`config.mk`:
```
export PLATFORM = sky130hd
export DESIGN_NAME = tlbx_top
export DESIGN_NICKNAME = d
export VERILOG_FILES = /design/src/rtl/tlbx_pkg.sv /design/src/rtl/tlbx_store.sv /design/src/rtl/tlbx_match.sv /design/src/rtl/tlbx_top.sv
export SDC_FILE = /design/constraint.sdc
export NUM_CORES = 2
export LEC_CHECK = 0
export ABC_CLOCK_PERIOD_IN_PS = 3000
export BUFFER_PORTS_ARGS = -buffer_cell sky130_fd_sc_hd__buf_4
export CELL_PAD_IN_SITES_DETAIL_PLACEMENT = 1
export CELL_PAD_IN_SITES_GLOBAL_PLACEMENT = 2
export CORE_MARGIN = 5
export CORE_UTILIZATION = 39
export CTS_BUF_LIST = sky130_fd_sc_hd__clkbuf_16
export DETAILED_ROUTE_END_ITERATION = 6
export GPL_TIMING_DRIVEN = 0
export MAX_ROUTING_LAYER = met4
export PLACE_DENSITY = 0.8
export SLEW_MARGIN = 40
export SYNTH_ARGS = -nofsm -noshare
export SYNTH_HDL_FRONTEND = slang
export SYNTH_SLANG_ARGS = --single-unit
```
`constraint.sdc`:
```
create_clock -name clk -period 3 [get_ports clk]
set_input_delay 0.15 -clock clk [delete_from_list [all_inputs] [get_ports clk]]
set_output_delay 0.15 -clock clk [all_outputs]
set_load 0.005 [all_outputs]
```
`src/rtl/tlbx_pkg.sv`:
```
package tlbx_pkg;
  localparam int unsigned WORD_W  = 32;
  localparam int unsigned ASID_W  = 8;
  localparam int unsigned PAIR_LSB = 13;
  localparam int unsigned FRAME_LSB = 6;
  localparam logic [WORD_W-1:0] PAIR_MASK = WORD_W'((1 << PAIR_LSB) - 1);
  localparam logic [WORD_W-1:0] MISS_FLAG = {1'b1, {(WORD_W-1){1'b0}}};

  typedef enum logic [1:0] {
    CMD_STORE_IDX  = 2'd0,
    CMD_STORE_RND  = 2'd1,
    CMD_SEARCH     = 2'd2,
    CMD_LOAD_BACK  = 2'd3
  } cmd_e;

  typedef struct packed {
    logic [WORD_W-1:FRAME_LSB] frame;
    logic [2:0]                attr;
    logic                      dirty;
    logic                      valid;
  } half_t;

  typedef struct packed {
    logic [WORD_W-1:0] tag;
    logic [ASID_W-1:0] asid;
    logic [WORD_W-1:0] pmask;
    logic              glob;
    half_t             even;
    half_t             odd;
  } slot_t;

  function automatic slot_t build_slot(input logic [WORD_W-1:0] hi,
                                       input logic [WORD_W-1:0] lo0,
                                       input logic [WORD_W-1:0] lo1,
                                       input logic [WORD_W-1:0] pm);
    slot_t s;
    s.tag   = hi & ~PAIR_MASK;
    s.asid  = hi[ASID_W-1:0];
    s.pmask = pm;
    s.glob  = lo0[0] & lo1[0];
    s.even  = lo0[WORD_W-1:1];
    s.odd   = lo1[WORD_W-1:1];
    return s;
  endfunction
endpackage

```
`src/rtl/tlbx_store.sv`:
```
module tlbx_store
  import tlbx_pkg::*;
#(
  parameter int unsigned NE = 16,
  localparam int unsigned IDX_W = (NE > 1) ? $clog2(NE) : 1
) (
  input  logic             clk,
  input  logic             rst,
  input  logic             we,
  input  logic [IDX_W-1:0] widx,
  input  slot_t            wslot,
  output slot_t            slots [NE]
);
  always_ff @(posedge clk) begin
    if (rst) begin
      for (int i = 0; i < NE; i++) slots[i] <= '0;
    end else if (we) begin
      slots[widx] <= wslot;
    end
  end
endmodule

```
`src/rtl/tlbx_match.sv`:
```
module tlbx_match
  import tlbx_pkg::*;
#(
  parameter int unsigned NE = 16,
  localparam int unsigned IDX_W = (NE > 1) ? $clog2(NE) : 1
) (
  input  slot_t             slots [NE],
  input  logic [WORD_W-1:0] key,
  output logic              hit,
  output logic [IDX_W-1:0]  hit_idx
);
  logic [NE-1:0] vec;

  for (genvar g = 0; g < NE; g++) begin : g_cmp
    logic [WORD_W-1:0] cmask;
    logic              tag_eq, asid_ok;
    assign cmask   = slots[g].pmask | PAIR_MASK;
    assign tag_eq  = (slots[g].tag & ~cmask) == (key & ~cmask);
    assign asid_ok = slots[g].glob || (slots[g].asid == key[ASID_W-1:0]);
    assign vec[g]  = tag_eq && asid_ok;
  end

  always_comb begin
    hit_idx = '0;
    for (int i = NE - 1; i >= 0; i--) begin
      if (vec[i]) hit_idx = IDX_W'(i);
    end
  end

  assign hit = |vec;
endmodule

```
`src/rtl/tlbx_top.sv`:
```
module tlbx_top
  import tlbx_pkg::*;
#(
  parameter int unsigned NE = 16
) (
  input  logic        clk,
  input  logic        rst,
  input  logic        start,
  input  logic [1:0]  op,
  input  logic [31:0] hi_in,
  input  logic [31:0] lo0_in,
  input  logic [31:0] lo1_in,
  input  logic [31:0] mask_in,
  input  logic [31:0] index_in,
  input  logic [31:0] random_in,
  output logic        done,
  output logic [31:0] hi_out,
  output logic [31:0] lo0_out,
  output logic [31:0] lo1_out,
  output logic [31:0] mask_out,
  output logic [31:0] index_out
);
  localparam int unsigned IDX_W = (NE > 1) ? $clog2(NE) : 1;

  cmd_e             cmd;
  slot_t            slots [NE];
  slot_t            wslot;
  slot_t            rslot;
  logic [IDX_W-1:0] idx_sel, rnd_sel, widx;
  logic             we, hit;
  logic [IDX_W-1:0] hit_idx;

  assign cmd     = cmd_e'(op);
  assign idx_sel = IDX_W'(index_in % WORD_W'(NE));
  assign rnd_sel = IDX_W'(random_in % WORD_W'(NE));
  assign we      = start && (cmd == CMD_STORE_IDX || cmd == CMD_STORE_RND);
  assign widx    = (cmd == CMD_STORE_RND) ? rnd_sel : idx_sel;
  assign wslot   = build_slot(hi_in, lo0_in, lo1_in, mask_in);
  assign rslot   = slots[idx_sel];

  tlbx_store #(.NE(NE)) u_store (
    .clk   (clk),
    .rst   (rst),
    .we    (we),
    .widx  (widx),
    .wslot (wslot),
    .slots (slots)
  );

  tlbx_match #(.NE(NE)) u_match (
    .slots   (slots),
    .key     (hi_in),
    .hit     (hit),
    .hit_idx (hit_idx)
  );

  always_ff @(posedge clk) begin
    if (rst) begin
      done      <= 1'b0;
      hi_out    <= '0;
      lo0_out   <= '0;
      lo1_out   <= '0;
      mask_out  <= '0;
      index_out <= '0;
    end else begin
      done <= start;
      if (start && cmd == CMD_SEARCH) begin
        index_out <= hit ? WORD_W'(hit_idx) : (index_in | MISS_FLAG);
      end
      if (start && cmd == CMD_LOAD_BACK) begin
        hi_out   <= rslot.tag | WORD_W'(rslot.asid);
        mask_out <= rslot.pmask;
        lo0_out  <= {rslot.even, rslot.glob};
        lo1_out  <= {rslot.odd, rslot.glob};
      end
    end
  end
endmodule

```
==> metrics.md <==
| Metric | Value |
|---|---|
| ANT nets after route | `0` |
| Slew HR | `0.307` |
| Yosys warning total | `0` |
| Total power | `around 0.063 W` |
| Crit-path max FO | `10` |
| Post-Syn Area per Cell | `8.54 um2` |
| Largest net degree at the start of global routing | `20` |
| WHS | `between 60 and 70 ps` |
| Setup crit end kind | `register` |
| Fin crit period | `3180 ps` |
| Slowest-stage cell, CP | `dlygate4sd3_1` |
| Final hold violations | `0` |
| CTS tree | `done` |
| Leak Pwr | `36.2 nW` |
| Crit start category | `primary input` |
| Worst skew pair latency | `920 ps` |
| DPL Wire Length | `about 430000 um` |
| I/O Pins | `358` |
| Setup slack after layout | `-180 ps` |
| CP Buf/Inv Count | `3` |
| CTS buffer count | `235` |
| First-pass DRT Iterations | `6` |
| H-tree depth | `4` |
| CTS root buf | `clkbuf_16` |
| Core area | `0.240 mm2` |
| Post-synth EDFFs | `0` |
| Worst Path Required | `3800 ps` |
| Routed WL | `565000 um` |
| Synth area leader | `dfxtp_1` |
| Die X | `500 um` |
| DRC violations left | `0` |
| Die height | `500 um` |
| Hold Path Sink | `index_out[12]` |
| Pwr/cell area | `between 500 and 600 mW/mm2` |
| Reg-to-reg critical path endpoint | `index_out[0]` |
| Arr. time, crit path | `3980 ps` |
| Initial Util | `0.391` |
| Period utilization | `1.06` |
| Reg clk slew, reported paths | `~60 ps` |
| Setup CP Type | `primary input to register` |
| Fmax | `about 310 MHz` |
| 1st-iter DRT viols | `10700` |
| Routability cong. | `1.10` |
| Avg WL per Cell | `37.5 um` |
| GRT overflow | `0` |
| Max stage delay on crit path | `740 ps` |
| Nets | `11800` |
| Setup slack, reg-to-reg | `-180 ps` |
| Total track usage | `0.450` |
| Clock skew | `63.2 ps` |
| Top cells by area, synth | `dfxtp_1 (45%), nand2_1 (17%), mux4_2 (15%), a21oi_1 (11%), xnor2_1 (3.1%)` |
| Ys flop type | `dfxtp_1` |
| Max Root-Sink Buffers | `3` |
| Cells after synthesis | `11000` |
| RSZ-0062 raised after global routing | `yes` |
| WHS Path Cells | `4` |
| Num rows | `180` |
| Worst reg-to-reg path cell count | `8` |
| CP Cell Sequence | `dlygate4sd3_1 > buf_2 > buf_6 > xnor2_1 > o22ai_1 > nor4_2 > nand4_2 > and2b_1 > o211ai_1 > nand4b_1 > o2bb2ai_2` |
| Buffers added on ports | `a little under 200` |
| Worst vdd ir | `between 0.4 and 0.5 mV` |
| Max_cap viols | `0` |
| Synth Register Bits | `2107` |
| Die area | `about 0.25 mm2` |
| Hold Path Class | `primary input to register` |
| First-pass GRT wire length | `754000 um` |
| Initial antenna violation count | `100` |
| Failing checks | `setup timing` |
| Via density | `6.09` |
| Register area share after synthesis | `0.450` |
| Vias | `91900` |
| Reg-to-Reg Start | `u_store.slots[262]` |
| Status | `finished with violations` |
| Top cell type's share of synthesized area | `0.450` |
| Synthesized cell area | `0.0937 mm2` |
| Share of layout cells above drive strength 1 | `0.164` |
| Clock sinks | `approximately 2100` |
| Synthesis-to-layout area growth | `17.6%` |
| Worst path top cell family by delay | `buffers and inverters` |
| Final setup viols | `approximately 100` |
| Pre-CTS WS | `-1300 ps` |
| Ys async rst share | `0` |
| Slew at the pin closest to its max-slew limit | `approximately 1000 ps` |
| Vias in the first global route | `a little over 90000` |
| Unique masters post-synth | `55` |
| Min-Delay Startpoint | `index_in[12]` |
| Slew Viols, Final | `0` |
-- cell usage after synthesis, drive strengths merged (4+ instances only) --
master  instances
or2            18
nor2           69
nand3          28
a41o           16
nor4           49
a31oi           5
clkbuf        643
nand2b          4
dfxtp        2107
xor2           96
buf           501
xnor2         336
nand2        4190
mux4          610
a21oi        2103
nand4          20
o22ai         144
-- worst min-delay path: stages --
cell and delay, ps:
dlygate4sd3_1 530, buf_4 130, nand3_2 60, a21oi_2 50
-- power breakdown --
| part | internal [W] | switching, W | total (W) |
|---|---|---|---|
| Clock | 0.0155 | 0.0131 | 0.0286 |
| Combinational | 0.00153 | 0.00423 | 0.00576 |
| Sequential | 0.0282 | 0.000220 | 0.0284 |
| Total | 0.0452 | 0.0175 | 0.0628 |
-- timing repair --
item / in CTS / in global routing
pin swaps: 6 / 10
hold buffers: 156 / 0
endpoints found under the setup margin: 66 / 33
setup buffers: 5 / 4
resized for setup: 54 / 34
hold endpoints to repair: 1413 / 0
-- layout by cell type, fill, tap and decap left out, types with 90 or more instances in the layout --
cell type,count
a21oi_1,2075
diode_2,90
dfxtp_1,2103
clkbuf_1,427
o22ai_1,135
mux4_2,610
xnor2_1,283
clkbuf_16,239
buf_1,126
nand2_1,4190
buf_2,268
xor2_1,93
dlygate4sd3_1,156
buf_4,270
clkbuf_2,192
-- through the flow --
| stage | instances | TNS (ps) | util | area (um2) |
|---|---|---|---|---|
| after detailed placement | 14400 | -954880 | 0.419 | 100000 |
| after CTS | 15000 | -188 | 0.457 | 110000 |
| final | 15100 | -3630 | 0.460 | 110000 |
| after floorplan | 11000 | 0 | - | 93800 |
| after global placement | 14400 | -3542680 | 0.414 | 99200 |
| after global routing | 15000 | -99.7 | 0.459 | 110000 |
-- cell families after synthesis --
logic type	count (synthesis)	share of synthesized area
XOR/XNOR	432	0.0404
AO/OA/AOI/OAI	2281	0.126
AND/OR/NAND/NOR	4393	0.182
buffers and inverters	1147	0.0546
other	1	0.0000400
flip-flops	2107	0.450
multiplexers	613	0.147
-- registers in the layout, summed over array words and instances, names as in the netlist --
name,count
lo1_out,31
mask_out,32
lo0_out,32
done,1
index_out,32
hi_out,27
u_store.slots,1952
-- how the worst max path moves through the flow --
stage | startpoint | to | depth (start not counted)
floorplan | index_in[0] | mask_out[10] | 8
global placement | index_in[2] | u_store.slots[1208] | 7
detailed placement | index_in[0] | u_store.slots[618] | 9
CTS | u_store.slots[252] | index_out[0] | 8
global route | u_store.slots[539] | index_out[0] | 8
finish | hi_in[27] | index_out[0] | 11
-- layer usage --
metal,routed length [um],vias to the layer above,track usage
li1,-,38100,-
met1,213000,47000,0.530
met2,246000,5224,0.665
met3,55100,1453,0.121
met4,51200,0,0.324
met5,0,-,-
-- layout make-up --
class | instances | area (um2)
clock buffer | 239 | 5980
inverter | 3 | 11.3
fill | 28100 | 130000
timing repair buffer | 392 | 3840
sequential | 2107 | 42200
tap | 3185 | 3990
multi-input combinational | 7724 | 47100
clock inverter | 195 | 1360
antenna | 90 | 225
buffer | 1142 | 5540
Note: power is estimated with default switching activity, not from simulation.
